===== src/rtl/iir_lp_pkg.sv =====
package iir_lp_pkg;
  // Guard sign bit placed above the coefficient magnitude.
  localparam int COEF_GUARD = 1;
  // Headroom bits above the product width.
  localparam int SUM_HEADROOM = 2;

  function automatic int coef_width(input int frac_bits);
    return frac_bits + COEF_GUARD;
  endfunction

  function automatic int acc_width(input int sample_w, input int frac_bits);
    return sample_w + coef_width(frac_bits) + SUM_HEADROOM;
  endfunction
endpackage


===== src/rtl/iir_input_stage.sv =====
module iir_input_stage #(
  parameter int SAMPLE_W = 8
) (
  input  logic                       clk,
  input  logic                       rst_n,
  input  logic                       in_valid,
  input  logic signed [SAMPLE_W-1:0] in_sample,
  output logic signed [SAMPLE_W-1:0] x_q,
  output logic                       x_valid_q
);
  logic signed [SAMPLE_W-1:0] x_d;
  logic                       x_valid_d;

  always_comb begin
    x_d       = x_q;
    x_valid_d = in_valid;
    if (in_valid) x_d = in_sample;
  end

  always_ff @(posedge clk or negedge rst_n) begin
    if (!rst_n) begin
      x_q       <= '0;
      x_valid_q <= 1'b0;
    end else begin
      x_q       <= x_d;
      x_valid_q <= x_valid_d;
    end
  end
endmodule


===== src/rtl/iir_mac.sv =====
module iir_mac #(
  parameter int SAMPLE_W  = 8,
  parameter int FRAC_BITS = 10,
  parameter int COEF_A    = 256,
  parameter int COEF_B    = 768,
  parameter int ACC_W     = iir_lp_pkg::acc_width(SAMPLE_W, FRAC_BITS)
) (
  input  logic signed [SAMPLE_W-1:0] x,
  input  logic signed [SAMPLE_W-1:0] y_prev,
  output logic signed [ACC_W-1:0]    acc
);
  localparam int COEF_W = iir_lp_pkg::coef_width(FRAC_BITS);
  localparam logic signed [COEF_W-1:0] A_Q = COEF_W'(COEF_A);
  localparam logic signed [COEF_W-1:0] B_Q = COEF_W'(COEF_B);

  logic signed [ACC_W-1:0] x_ext, y_ext, a_ext, b_ext;
  logic signed [ACC_W-1:0] prod_x, prod_y;

  always_comb begin
    x_ext  = ACC_W'(x);
    y_ext  = ACC_W'(y_prev);
    a_ext  = ACC_W'(A_Q);
    b_ext  = ACC_W'(B_Q);
    prod_x = x_ext * b_ext;
    prod_y = y_ext * a_ext;
    acc    = prod_x + prod_y;
  end
endmodule


===== src/rtl/iir_requant.sv =====
module iir_requant #(
  parameter int SAMPLE_W  = 8,
  parameter int FRAC_BITS = 10,
  parameter bit ROUND_EN  = 1'b1,
  parameter int ACC_W     = iir_lp_pkg::acc_width(SAMPLE_W, FRAC_BITS)
) (
  input  logic signed [ACC_W-1:0]    acc,
  output logic signed [SAMPLE_W-1:0] y_sat
);
  localparam logic signed [ACC_W-1:0] ONE   = ACC_W'(1);
  localparam logic signed [ACC_W-1:0] MAX_W = (ONE <<< (SAMPLE_W-1)) - ONE;
  localparam logic signed [ACC_W-1:0] MIN_W = -(ONE <<< (SAMPLE_W-1));

  logic signed [ACC_W-1:0] biased;
  logic signed [ACC_W-1:0] shifted;

  generate
    if (ROUND_EN) begin : g_round
      localparam logic signed [ACC_W-1:0] HALF = ONE <<< (FRAC_BITS-1);
      assign biased = acc + HALF;
    end else begin : g_trunc
      assign biased = acc;
    end
  endgenerate

  always_comb begin
    shifted = biased >>> FRAC_BITS;
    if (shifted > MAX_W)      y_sat = SAMPLE_W'(MAX_W);
    else if (shifted < MIN_W) y_sat = SAMPLE_W'(MIN_W);
    else                      y_sat = shifted[SAMPLE_W-1:0];
  end
endmodule


===== src/rtl/iir_lowpass1.sv =====
module iir_lowpass1 #(
  parameter int SAMPLE_W  = 8,
  parameter int FRAC_BITS = 10,
  parameter int COEF_A    = 256,
  parameter int COEF_B    = 768,
  parameter bit ROUND_EN  = 1'b1
) (
  input  logic                       clk,
  input  logic                       rst_n,
  input  logic                       in_valid,
  input  logic signed [SAMPLE_W-1:0] in_sample,
  output logic signed [SAMPLE_W-1:0] out_sample,
  output logic                       out_valid
);
  localparam int ACC_W = iir_lp_pkg::acc_width(SAMPLE_W, FRAC_BITS);

  logic signed [SAMPLE_W-1:0] x_q;
  logic                       x_valid_q;
  logic signed [ACC_W-1:0]    acc;
  logic signed [SAMPLE_W-1:0] y_new;
  logic signed [SAMPLE_W-1:0] y_q, y_d;
  logic                       ov_q, ov_d;

  iir_input_stage #(.SAMPLE_W(SAMPLE_W)) u_in (
    .clk(clk), .rst_n(rst_n), .in_valid(in_valid), .in_sample(in_sample),
    .x_q(x_q), .x_valid_q(x_valid_q)
  );

  iir_mac #(
    .SAMPLE_W(SAMPLE_W), .FRAC_BITS(FRAC_BITS),
    .COEF_A(COEF_A), .COEF_B(COEF_B), .ACC_W(ACC_W)
  ) u_mac (
    .x(x_q), .y_prev(y_q), .acc(acc)
  );

  iir_requant #(
    .SAMPLE_W(SAMPLE_W), .FRAC_BITS(FRAC_BITS),
    .ROUND_EN(ROUND_EN), .ACC_W(ACC_W)
  ) u_rq (
    .acc(acc), .y_sat(y_new)
  );

  // The state register is the only storage inside the recursion.
  always_comb begin
    y_d  = y_q;
    ov_d = x_valid_q;
    if (x_valid_q) y_d = y_new;
  end

  always_ff @(posedge clk or negedge rst_n) begin
    if (!rst_n) begin
      y_q  <= '0;
      ov_q <= 1'b0;
    end else begin
      y_q  <= y_d;
      ov_q <= ov_d;
    end
  end

  assign out_sample = y_q;
  assign out_valid  = ov_q;
endmodule


===== config.mk =====
export PLATFORM = sky130hd
export DESIGN_NAME = iir_lowpass1
export DESIGN_NICKNAME = d
export VERILOG_FILES = /design/src/rtl/iir_lp_pkg.sv /design/src/rtl/iir_input_stage.sv /design/src/rtl/iir_mac.sv /design/src/rtl/iir_requant.sv /design/src/rtl/iir_lowpass1.sv
export SDC_FILE = /design/constraint.sdc
export NUM_CORES = 1
export LEC_CHECK = 0
export BUFFER_PORTS_ARGS = -buffer_cell sky130_fd_sc_hd__buf_2
export CORE_AREA = 5 5 76 50
export DETAILED_ROUTE_END_ITERATION = 16
export DIE_AREA = 0 0 81 55
export PLACE_DENSITY = 0.85
export SETUP_SLACK_MARGIN = 0.15
export SLEW_MARGIN = 40
export SYNTH_ARGS = -nofsm -noshare
export SYNTH_HDL_FRONTEND = slang
export SYNTH_SLANG_ARGS = --single-unit

===== constraint.sdc =====
create_clock -name clk -period 12.9 [get_ports clk]
set_clock_uncertainty 0.05 [all_clocks]
set_input_delay 1.935 -clock clk [delete_from_list [all_inputs] [get_ports clk]]
set_output_delay 1.935 -clock clk [all_outputs]
set_load 0.05 [all_outputs]

==> results by stage, run 1 <==
Logic synthesis:
- The predominant post-synthesis flop cell is dfrtp_1.
- During synthesis, Yosys emitted a total of 0 warnings.
- The count of flip-flops with a built-in enable after synthesis is 0.
- The flip-flop and latch count after synthesis is 18.
- Counting flops with an async set or reset pin after synthesis yields a share of 100.0%.
- Synthesis produced a netlist with a net count of 231.
- The number of standard cells after synthesis is 186.
- The summed instance area of the synthesized netlist is 1760 sq um.
- The netlist uses 41 different library cells.
- Averaged over all synthesized cells, the footprint is 9.465 sq um.
- Summing the sequential cell areas from Yosys gives 25.59% of the chip area.

Global routing:
- Entering global routing, the biggest net connects 19 pins.
- For this run the aggregate overflow at the end of global routing stands at 0.
- For this run, global-route usage on met3 was measured as 4.369%.
- The layer with the highest usage is met2.
- The met1 capacity usage during global routing is 25.72%.
- The via count of the first global-routing pass is 1383.
- The global-route met2 utilization is 30.93%.
- The first-pass GRT wire length is 6.396 mm.
- The initial antenna violation count was 0.
- Global routing used 19.11% of the available tracks across all layers.

STA:
- The worst max-slew margin expressed relative to the limit is 51.24%.
- The ratio of final minimum period to clock period is 41.35%.
- The number of setup violations in the final report is 0.
- The hold violation count in the final report is 0.
- The clock period could shrink to 5.334 ns.
- The summed negative setup slack over all endpoints is 0 ns.
- The final-report max-slew violation count is 0.
- The transition time at the pin with the least slew margin is 0.7314 ns.
- The tightest hold margin is 0.5026 ns.
- Setup repair after global routing left no endpoint under its margin.
- For this run, the top clock speed supported by timing is 0.1875 GHz.

Critical path:
- The kind of start point of the critical path is a register.
- The required time at the endpoint of the critical path is 12.93 ns.
- Traced cell by cell, the critical path runs through ha_1 > ha_1 > a21o_1 > a21oi_1 > o21bai_1 > a21oi_1 > nor2b_1 > o21ai_0 > xnor2_1 > ha_1 > ha_1 > a21oi_1 > nor2_1 > a2111o_1 > or4_1 > o41a_1 > o31ai_4 > o221ai_1.
- Along the worst path, the maximum fanout reaches 7.
- The arrival time reported for the critical path endpoint is 5.37 ns.
- The cell with the largest stage delay on the worst path is or4_1.
- The category of the most critical setup path is reg2reg.
- On the worst path, the slowest cell contributes a delay of 0.46 ns.
- STA classifies the critical path endpoint as a register.
- The dominant cell type by count on the critical path is ha_1.

Clock network:
- CTS built an H-tree with a depth of 1.
- The number of post-CTS setup repair buffers is 0.
- The maximum count of clock buffers along a single path is 2.
- TritonCTS built the clock tree.
- The cell chosen for the clock root is clkbuf_8.
- In this run, CTS created clock tree buffers numbering 3.
- The clock transition at the registers of the reported paths is 0.07 ns.
- The total number of clock tree sinks is 18.
- The clock reaches the later pin of the worst-skew pair after 0.25 ns.
- Once the clock tree was built, the resizer swapped 0 gates to a different size.
- The number of buffers inserted for hold repair after clock tree synthesis is 0.

Floorplan:
- During I/O placement, the number of pins put on the boundary was 20.
- The total area inside the core boundary comes to 3083 sq um.
- Measured along the x axis, the die boundary spans 81 um.
- From bottom edge to top edge, the die measures 55 um.
- The site row count is 16.
- The floorplan step defined a die boundary enclosing 4455 sq um.
- The initial core utilization is 57.10%.

Place:
- The global placement routability congestion is 0.9101.
- Summed over all nets, the half-perimeter wirelength after detailed placement is 3.082 mm.
- The count of buffers added on input and output ports is 19.

Min path:
- The worst hold path belongs to the class reg2reg.

Cells and area:
- Summing all multi-input logic gate instances after layout gives 1231 sq um.
- The fraction of final layout cells sized beyond drive strength 1 is 16.91%.
- Registers take 450.4 sq um.
- The number of fill cells is 258.
- The synthesis-to-layout area growth is 11.30%.
- The final-stage net count is 253.
- 0 antenna diodes ended up in the layout.

Detailed routing:
- The number of violations reported at the end of detailed-routing iteration 0 is 102.
- The count of antenna-violating nets left after detailed routing is 0.
- In the final routed layout, each cell accounts on average for 15.25 um.
- The total number of vias is 1460.
- The final layout contains routed wiring with a total length of 3.843 mm.
- Dividing the detail-routed via count by the number of cells gives 5.794.
- The post-route DRC violation count is 0.
- The detailed-routing iteration count for the pre-antenna-repair pass is 4.

Run status:
- The flow ran to the end, and the final reports show no timing, DRC or antenna violations.

Flow run:
- The max-cap violation count is 0.
==> worst max-delay path, delay by kind of cell, from the launching register on <==
family                     cells  cell delay (ns)
adders and majority gates      4             1.22
and+or+nand+nor                3             0.64
DFF                            1             0.40
xor gates and xnor gates       1             0.14
AOI/OAI and AO/OA             10             2.71
==> area by class of cell <==
cell class / instances / area share [%]
inverter: 19 / 3.640
timing repair buffer: 19 / 4.853
sequential: 18 / 22.99
multi-input combinational: 147 / 62.84
clock buffer: 4 / 2.810
tap: 45 / 2.874
==> registers in the layout, indices dropped and copies added (netlist names) <==
register / cells
out_sample: 8
out_valid: 1
u_in.x_q: 8
u_in.x_valid_q: 1
==> cell families (layout without fill, tap and decap cells) <==
family | Yosys count | after routing | synth area share (%)
buf+inv | 21 | 42 | 4.477
flops | 18 | 18 | 25.59
xor+xnor | 14 | 14 | 6.965
compound gates | 54 | 54 | 22.60
simple gates | 36 | 36 | 9.666
mux | 9 | 9 | 5.686
fa+ha+maj | 34 | 34 | 25.02
==> path summary, 6_finish.rpt <==
kind | slack, ns | cells after the start | endpoint | start
setup / recovery | 7.57 | 18 | out_sample[0] | u_in.x_q[2]
hold / removal | 0.50 | 1 | u_in.x_q[3] | u_in.x_q[3]
setup reg to reg | 7.57 | 18 | out_sample[0] | u_in.x_q[2]
hold reg to reg | 0.50 | 1 | u_in.x_q[3] | u_in.x_q[3]
max in group asynchronous | 10.95 | 1 | out_sample[6] | rst_n
min in group asynchronous | 1.55 | 1 | out_sample[7] | rst_n
==> cell usage after synthesis (2+ instances only) <==
library cell	n	area, sq um
mux2_2	8	90.09
fa_1	2	40.04
xor2_1	4	35.03
a21o_1	2	15.01
o31a_1	2	17.52
inv_1	19	71.32
nor2b_1	3	18.77
nand2_1	10	37.54
a21oi_1	14	70.07
ha_1	32	400.4
nand2b_1	2	12.51
dfrtp_1	18	450.4
a31oi_1	2	12.51
o221ai_1	7	61.31
nor2_1	15	56.30
a2111o_1	3	33.78
o21ai_0	6	30.03
o21ai_1	4	20.02
xnor2_1	10	87.58
o21a_1	2	15.01
==> per-stage QoR <==
stage	cell area [sq um]	instances	setup slack [ns]	utilization [%]
finish	1959	252	7.566	63.56
global placement	1904	248	7.831	61.77
detailed placement	1904	248	7.688	61.77
CTS	1959	252	7.591	63.56
global route	1959	252	7.198	63.56
floorplan	1760	186	8.097	-
==> cells in the final DEF, fill, tap and decap left out, drive strengths merged, types with 8 or more instances in the layout <==
master and count:
a21oi 14, buf 19, dfrtp 18, ha 32
inv 19, mux2 8, nand2 10, nor2 15
o21ai 10, xnor2 10
==> routing by layer <==
metal  routed length [um]  share of wire, %
met5                    0                 0
met4                   55               1.4
met3                  169               4.4
met2                 1619                42
met1                 1998                52
Power of run 1 is left out: the tool's default activity adds up to more than one toggle a clock period on the data nets, which glitch-free logic cannot reach.
==> run 2: changes to the inputs <==
--- a/config.mk
+++ b/config.mk
@@ -6,10 +6,10 @@
 export NUM_CORES = 1
 export LEC_CHECK = 0
 export BUFFER_PORTS_ARGS = -buffer_cell sky130_fd_sc_hd__buf_2
-export CORE_AREA = 5 5 76 50
+export CORE_AREA = 5 5 81 53
 export DETAILED_ROUTE_END_ITERATION = 16
-export DIE_AREA = 0 0 81 55
-export PLACE_DENSITY = 0.85
+export DIE_AREA = 0 0 86 58
+export PLACE_DENSITY = 0.79
 export SETUP_SLACK_MARGIN = 0.15
 export SLEW_MARGIN = 40
 export SYNTH_ARGS = -nofsm -noshare
==> constraint.sdc (replaced) <==
create_clock -name clk -period 4.6 [get_ports clk]
set_clock_uncertainty 0.05 [all_clocks]
set_input_delay 0.69 -clock clk [delete_from_list [all_inputs] [get_ports clk]]
set_output_delay 0.69 -clock clk [all_outputs]
set_load 0.05 [all_outputs]
==> results by stage, run 2 (synthesis results as in run 1) <==
Run status:
- Status: finished with violations (was finished, final reports clean).
- The final reports fail on setup timing.

Cells and area:
- The antenna cell count is 0 (unchanged).
- The synthesis-to-layout area growth came to 26.72% (was 11.30%).
- Leading cell types in the layout, fill and taps excluded: ha_1, buf_4, buf_2, inv_1, dfrtp_1 (was ha_1, inv_1, buf_2, dfrtp_1, nor2_1).
- The number of fill cells is 289 (was 258).
- The sequential cell area is 450.4 sq um (unchanged).
- The count of non-filler cells in the finished layout is 276 (was 252).
- The fraction of final layout cells sized beyond drive strength 1 is 32.75% (was 16.91%).
- The area of the multi-input gates is 1331 sq um (was 1231 sq um).
- The final-stage net count was 275 (was 253).
- The commonest non-fill, non-tap cell in the layout is ha_1 (unchanged).

STA:
- The tightest hold margin is 0.3066 ns (was 0.5026 ns).
- The transition time at the pin with the least slew margin is 0.6835 ns (was 0.7314 ns).
- The hold violation count in the final report is 0 (unchanged).
- The number of setup violations in the final report is 7 (was 0).
- The ratio of final minimum period to clock period is 102.7% (was 41.35%).
- The final critical path time including I/O delays and setup was 4.725 ns (was 5.334 ns).
- The achievable frequency is 0.2116 GHz (was 0.1875 GHz).
- Setup repair after global routing missed its margin: true (was false).
- The summed negative setup slack over all endpoints came to -0.7084 ns (was 0 ns).
- The final worst setup slack is -0.1253 ns (was 7.566 ns).
- The worst max-slew margin expressed relative to the limit was 53.85% (was 51.24%).
- The final-report max-slew violation count was 0 (unchanged).

Critical path:
- The cell with the largest stage delay on the worst path is or4_4 (was or4_1).
- The largest delay contributor family on the critical path is compound AO/OA/AOI/OAI gates (unchanged).
- The arrival time reported for the critical path endpoint was 4.80 ns (was 5.37 ns).
- The buffering stage count on the worst path with inverters included was 2 (was 0).
- The maximum fanout count along the critical path is 7 (unchanged).
- The kind of start point of the critical path was a register (unchanged).
- The category of the most critical setup path is reg2reg (unchanged).
- The endpoint type of the worst setup path is a register (unchanged).
- The peak per-stage delay on the critical path is 0.48 ns (was 0.46 ns).
- Ordered list of cells on the worst path: ha_1 > ha_2 > inv_2 > fa_2 > nor2b_2 > o31a_1 > o31a_1 > xor2_1 > ha_1 > xor2_2 > and2_4 > a2111o_1 > or4_4 > o41a_1 > o31ai_4 > buf_6 > o221ai_1 (was ha_1 > ha_1 > a21o_1 > a21oi_1 > o21bai_1 > a21oi_1 > nor2b_1 > o21ai_0 > xnor2_1 > ha_1 > ha_1 > a21oi_1 > nor2_1 > a2111o_1 > or4_1 > o41a_1 > o31ai_4 > o221ai_1).
- The required time at the endpoint of the critical path is 4.67 ns (was 12.93 ns).

Min path:
- The path category of the worst min-delay check is in2async (was reg2reg).

Clock network:
- The clock transition at the registers of the reported paths was 0.07 ns (about the same).
- The cell chosen for the clock root is clkbuf_8 (unchanged).
- The TritonCTS clock tree is built (unchanged).
- The later-pin clock latency in the skew report is 0.26 ns (was 0.25 ns).
- The total number of clock tree sinks is 18 (unchanged).
- The number of clock buffers inserted by TritonCTS is 3 (unchanged).
- The H-tree depth reported by CTS is 1 (unchanged).
- The maximum count of clock buffers along a single path is 2 (unchanged).

Place:
- The number of input and output port buffers inserted is 19 (unchanged).
- The cell total after placement was 265 (was 248).
- The global placement routability congestion is 0.8720 (was 0.9101).
- The final HPWL from detailed placement is 3.411 mm (was 3.082 mm).

Detailed routing:
- The post-route DRC violation count is 0 (unchanged).
- The average wire per cell in the routed design is 16.01 um (was 15.25 um).
- The count of antenna-violating nets left after detailed routing was 0 (unchanged).
- The routed wire length is 4.420 mm (was 3.843 mm).
- The number of violations reported at the end of detailed-routing iteration 0 is 54 (was 102).
- The total number of vias is 1569 (was 1460).
- The detailed-route vias per instance is 5.685 (was 5.794).
- The detailed-routing iteration count for the pre-antenna-repair pass came to 4 (unchanged).

Floorplan:
- The die outline area is 4988 sq um (was 4455 sq um).
- The number of placed I/O pins is 20 (unchanged).
- The horizontal die dimension came to 86 um (was 81 um).
- The height of the die is 58 um (was 55 um).
- The initial core utilization came to 50.16% (was 57.10%).
- The site row count came to 17 (was 16).
- The core box area was 3510 sq um (was 3083 sq um).

Global routing:
- The via count of the first global-routing pass is 1538 (was 1383).
- The total grt overflow came to 0 (unchanged).
- The first-pass GRT wire length is 7.293 mm (was 6.396 mm).
- The total global routing track utilization is 18.40% (was 19.11%).
- The initial antenna violation count is 0 (unchanged).
- The pin count of the biggest net entering global routing was 19 (unchanged).

Flow run:
- The max-cap violation count is 0 (unchanged).
==> run 2: worst register-to-register path: cells and delay by family (launching register included) <==
kind / cells / cell delay (ns)
adders and majority gates: 4 / 1.06
and+or+nand+nor: 3 / 0.70
AOI/OAI and AO/OA: 6 / 1.80
DFF: 1 / 0.41
xor gates and xnor gates: 2 / 0.35
buffers and inverters: 2 / 0.23
==> run 2: metal layers <==
| layer | part of all wire, % | GRT usage, % | vias to the layer above |
|---|---|---|---|
| li1 | - | - | 771 |
| met1 | 46 | 24.87 | 741 |
| met2 | 46 | 29.53 | 51 |
| met3 | 7.5 | 5.540 | 6 |
| met4 | 0.68 | 3.160 | 0 |
| met5 | 0 | 0 | - |
==> run 2: through the flow <==
stage                     cell area (sq um)  setup WS, ns  util, %
after floorplan                        1780        0.1221        -
after global placement                 2039      -0.01498    58.11
after detailed placement               2039       -0.1681    58.11
after CTS                              2141      -0.04847    61.00
after global routing                   2231       -0.2709    63.57
final                                  2231       -0.1253    63.57
==> run 2: what timing repair did <==
action,4_1_cts,5_1_grt
buffers inserted,4,3
endpoints found under the setup margin,7,7
pin swaps,5,14
hold buffers,0,0
hold endpoints to repair,0,0
resized for setup,3,14
==> run 2: cell type report <==
type / count / area share, %
multi-input cells: 147 / 59.67
flip-flops and latches: 18 / 20.19
repair buffers: 41 / 11.83
inverters: 19 / 3.197
well taps: 47 / 2.636
clock buffers: 4 / 2.468
==> run 2: worst paths after layout <==
kind / startpoint / endpoint / slack, ns / depth (start not counted)
min: rst_n / out_valid / 0.31 / 1
max: u_in.x_q[2] / out_sample[6] / -0.13 / 17
min in group clk: u_in.x_q[1] / u_in.x_q[1] / 0.50 / 1
max reg2reg: u_in.x_q[2] / out_sample[6] / -0.13 / 17
max in group asynchronous: rst_n / out_sample[5] / 3.89 / 1
min reg2reg: u_in.x_q[1] / u_in.x_q[1] / 0.50 / 1
Power of run 2 is left out for the same reason.
==> run 3: changes to the inputs <==
--- a/config.mk
+++ b/config.mk
@@ -5,11 +5,12 @@
 export SDC_FILE = /design/constraint.sdc
 export NUM_CORES = 1
 export LEC_CHECK = 0
+export ABC_AREA = 1
 export BUFFER_PORTS_ARGS = -buffer_cell sky130_fd_sc_hd__buf_2
-export CORE_AREA = 5 5 81 53
+export CORE_AREA = 5 5 85 56
 export DETAILED_ROUTE_END_ITERATION = 16
-export DIE_AREA = 0 0 86 58
-export PLACE_DENSITY = 0.79
+export DIE_AREA = 0 0 90 61
+export PLACE_DENSITY = 0.8
 export SETUP_SLACK_MARGIN = 0.15
 export SLEW_MARGIN = 40
 export SYNTH_ARGS = -nofsm -noshare
==> results by stage, run 3 <==
Run status:
- Status: finished, final reports clean (was finished with violations).

Floorplan:
- The horizontal die dimension was 90 um (was 86 um).
- The site row count is 18 (was 17).
- The number of placed I/O pins came to 20 (unchanged).
- The initial core utilization was 51.86% (was 50.16%).
- The core box area is 3896 sq um (was 3510 sq um).
- The height of the die is 61 um (was 58 um).
- The die outline area is 5490 sq um (was 4988 sq um).

Detailed routing:
- The number of violations reported at the end of detailed-routing iteration 0 is 57 (was 54).
- The average wire per cell in the routed design came to 12.45 um (was 16.01 um).
- The detailed-routing iteration count for the pre-antenna-repair pass is 4 (unchanged).
- The post-route DRC violation count came to 0 (unchanged).
- The routed wire length is 4.306 mm (was 4.420 mm).
- The count of antenna-violating nets left after detailed routing is 0 (unchanged).
- The detailed-route vias per instance came to 5.020 (was 5.685).
- The total number of vias came to 1737 (was 1569).

Clock network:
- The number of buffers inserted for hold repair after clock tree synthesis is 0 (unchanged).
- The TritonCTS clock tree is built (unchanged).
- The later-pin clock latency in the skew report came to 0.26 ns (about the same).
- The H-tree depth reported by CTS was 1 (unchanged).
- The number of clock buffers inserted by TritonCTS came to 3 (unchanged).
- The maximum count of clock buffers along a single path is 2 (unchanged).
- The post-cts repair resize count was 0 (was 3).
- The clock transition at the registers of the reported paths is 0.07 ns (about the same).
- The number of post-CTS setup repair buffers is 0 (was 4).
- The cell chosen for the clock root is clkbuf_8 (unchanged).
- The total number of clock tree sinks is 18 (unchanged).

Logic synthesis:
- The post-synth net total is 320 (was 231).
- The most repeated cell in the gate-level netlist after synthesis was nand2_1 (was ha_1).
- The predominant post-synthesis flop cell is dfrtp_1 (unchanged).
- The summed instance area of the synthesized netlist is 2021 sq um (was 1760 sq um).
- The cell type with the largest total area after synthesis is dfrtp_1 (unchanged).
- The Yosys warning count is 0 (unchanged).
- The number of standard cells after synthesis was 275 (was 186).
- Synth top area cells: dfrtp_1, ha_1, nand2_1 (was dfrtp_1, ha_1, mux2_2).
- The post-synthesis average cell area was 7.348 sq um (was 9.465 sq um).
- The proportion of netlist area held by the largest area contributor is 22.29% (was 25.59%).
- Top cells by count, synth: nand2_1, inv_1, ha_1 (was ha_1, inv_1, dfrtp_1).
- The sequential element share of the synthesized area is 22.29% (was 25.59%).
- The number of different library cells in the post-synthesis netlist is 29 (was 41).
- The share of flip-flops with an asynchronous set or reset after synthesis was 100.0% (unchanged).
- The count of flip-flops with a built-in enable after synthesis came to 0 (unchanged).
- The flip-flop and latch count after synthesis is 18 (unchanged).

Critical path:
- The buffering stage count on the worst path with inverters included came to 1 (was 2).
- The required time at the endpoint of the critical path is 4.70 ns (was 4.67 ns).
- The kind of start point of the critical path is a register (unchanged).
- The endpoint type of the worst setup path was a register (unchanged).
- The largest delay contributor family on the critical path is adder cells (was compound AO/OA/AOI/OAI gates).
- The category of the most critical setup path is reg2reg (unchanged).
- The origin of the critical flop-to-flop path is u_in.x_q[3] (was u_in.x_q[2]).
- The peak per-stage delay on the critical path is 0.41 ns (was 0.48 ns).
- Ordered list of cells on the worst path: ha_1 > ha_1 > nand3_1 > nand2_1 > a21oi_1 > o21ai_0 > nand2_1 > a21oi_1 > xor2_1 > ha_1 > ha_1 > nand2_1 > nor2_4 > nand3_2 > nand3_4 > xor2_2 > inv_2 > nand2_2 > nand2_2 > nand2_4 > nand2_1 > nand2_1 > nand2_1 (was ha_1 > ha_2 > inv_2 > fa_2 > nor2b_2 > o31a_1 > o31a_1 > xor2_1 > ha_1 > xor2_2 > and2_4 > a2111o_1 > or4_4 > o41a_1 > o31ai_4 > buf_6 > o221ai_1).
- The arrival time reported for the critical path endpoint was 4.14 ns (was 4.80 ns).
- The most numerous cell type found on the critical path is nand2_1.
- The launching instance or port of the critical path is u_in.x_q[3] (was u_in.x_q[2]).
- The cell with the largest stage delay on the worst path is dfrtp_1 (was or4_4).
- The depth of the critical timing path with buffers and inverters included is 23 (was 17).
- The number of cell instances on the worst register-to-register path is 23 (was 17).
- The maximum fanout count along the critical path is 7 (unchanged).

Global routing:
- The total grt overflow is 0 (unchanged).
- The via count of the first global-routing pass is 1635 (was 1538).
- The total global routing track utilization was 16.33% (was 18.40%).
- The initial antenna violation count is 0 (unchanged).
- The first-pass GRT wire length came to 7.189 mm (was 7.293 mm).
- The pin count of the biggest net entering global routing is 19 (unchanged).

STA:
- The achievable frequency came to 0.2475 GHz (was 0.2116 GHz).
- Setup repair after global routing missed its margin: false (was true).
- The ratio of final minimum period to clock period was 87.83% (was 102.7%).
- The number of setup violations in the final report is 0 (was 7).
- The hold violation count in the final report is 0 (unchanged).
- The summed negative setup slack over all endpoints came to 0 ns (was -0.7084 ns).
- The transition time at the pin with the least slew margin was 0.4023 ns (was 0.6835 ns).
- The worst max-slew margin expressed relative to the limit is 73.18% (was 53.85%).
- The final critical path time including I/O delays and setup is 4.040 ns (was 4.725 ns).
- The final-report max-slew violation count is 0 (unchanged).

Cells and area:
- The commonest non-fill, non-tap cell in the layout is nand2_1 (was ha_1).
- The end-of-flow core utilization is 56.94% (was 63.57%).
- The synthesis-to-layout area growth came to 9.783% (was 26.72%).
- Leading cell types in the layout, fill and taps excluded: nand2_1, inv_1, ha_1, buf_2, dfrtp_1 (was ha_1, buf_4, buf_2, inv_1, dfrtp_1).
- The final-stage net count was 342 (was 275).
- The fraction of final layout cells sized beyond drive strength 1 is 21.28% (was 32.75%).
- The count of non-filler cells in the finished layout came to 346 (was 276).
- The antenna cell count is 0 (unchanged).

Flow run:
- The max-cap violation count was 0 (unchanged).

Place:
- The cell total after placement is 342 (was 265).
- The global placement routability congestion is 0.8416 (was 0.8720).
- The final HPWL from detailed placement is 3.609 mm (was 3.411 mm).
- The number of input and output port buffers inserted is 19 (unchanged).

Min path:
- The path category of the worst min-delay check is in2async (unchanged).
[run 3: cell count changes in the layout (fill, tap and decap cells not counted), moves of 5 or more]
| cell | previous run | this run |
|---|---|---|
| nand2_1 | 10 | 88 |
| inv_1 | 18 | 46 |
| buf_4 | 21 | 0 |
| nand2_2 | 0 | 15 |
| nand3_1 | 0 | 14 |
| nor2_1 | 15 | 5 |
| xnor2_1 | 10 | 3 |
| nor2_2 | 0 | 5 |
| o21ai_1 | 5 | 0 |
| o221ai_2 | 5 | 0 |
[run 3: kinds of logic after synthesis]
family          count (synthesis)  share of synthesized area (%)
compound gates                 16                          5.016
mux                             7                          3.901
fa+ha+maj                      34                          21.80
flops                          18                          22.29
xor+xnor                        8                          3.839
buf+inv                        51                          9.845
simple gates                  141                          33.31
[run 3: path summary, 6_finish.rpt]
kind                                 end  slack, ns
min reg2reg                out_sample[1]       0.47
min                        out_sample[3]       0.30
max in group asynchronous  out_sample[4]       3.91
max reg2reg                out_sample[0]       0.56
max                        out_sample[0]       0.56
min in group clk           out_sample[1]       0.47
[run 3: layer usage]
| layer | part of all wire (%) | track usage, % | vias up |
|---|---|---|---|
| met2 | 40 | 24.38 | 43 |
| met3 | 5.6 | 3.594 | 4 |
| met1 | 54 | 24.53 | 780 |
| met5 | 0 | 0 | - |
| li1 | - | - | 910 |
| met4 | 0.58 | 2.760 | 0 |
[run 3: stage by stage]
stage	setup slack [ns]	hold slack, ns	cell area, sq um
detailed placement	0.6107	0.4491	2163
CTS	0.5872	0.3123	2218
global route	0.3178	0.3295	2218
finish	0.5597	0.3012	2218
global placement	0.6408	0.4505	2163
floorplan	1.019	0.3245	2021
[run 3: area by class of cell]
cell class                      count  area [sq um]
Timing Repair Buffer               19         95.09
Sequential cell                    18         450.4
Tap cell                           50         62.56
Multi-Input combinational cell    206          1371
Inverter                           49         183.9
Fill cell                         348          1678
Clock buffer                        4         55.05
[run 3: worst reg2reg max path: stages, from the launching register on]
cell	delay [ns]
dfrtp_1	0.41
ha_1	0.30
ha_1	0.35
nand3_1	0.09
nand2_1	0.11
a21oi_1	0.07
o21ai_0	0.27
nand2_1	0.09
a21oi_1	0.19
xor2_1	0.18
ha_1	0.26
ha_1	0.36
nand2_1	0.14
nor2_4	0.15
nand3_2	0.14
nand3_4	0.13
xor2_2	0.21
inv_2	0.05
nand2_2	0.07
nand2_2	0.06
nand2_4	0.09
nand2_1	0.06
nand2_1	0.06
nand2_1	0.06
Power of run 3 is left out for the same reason.
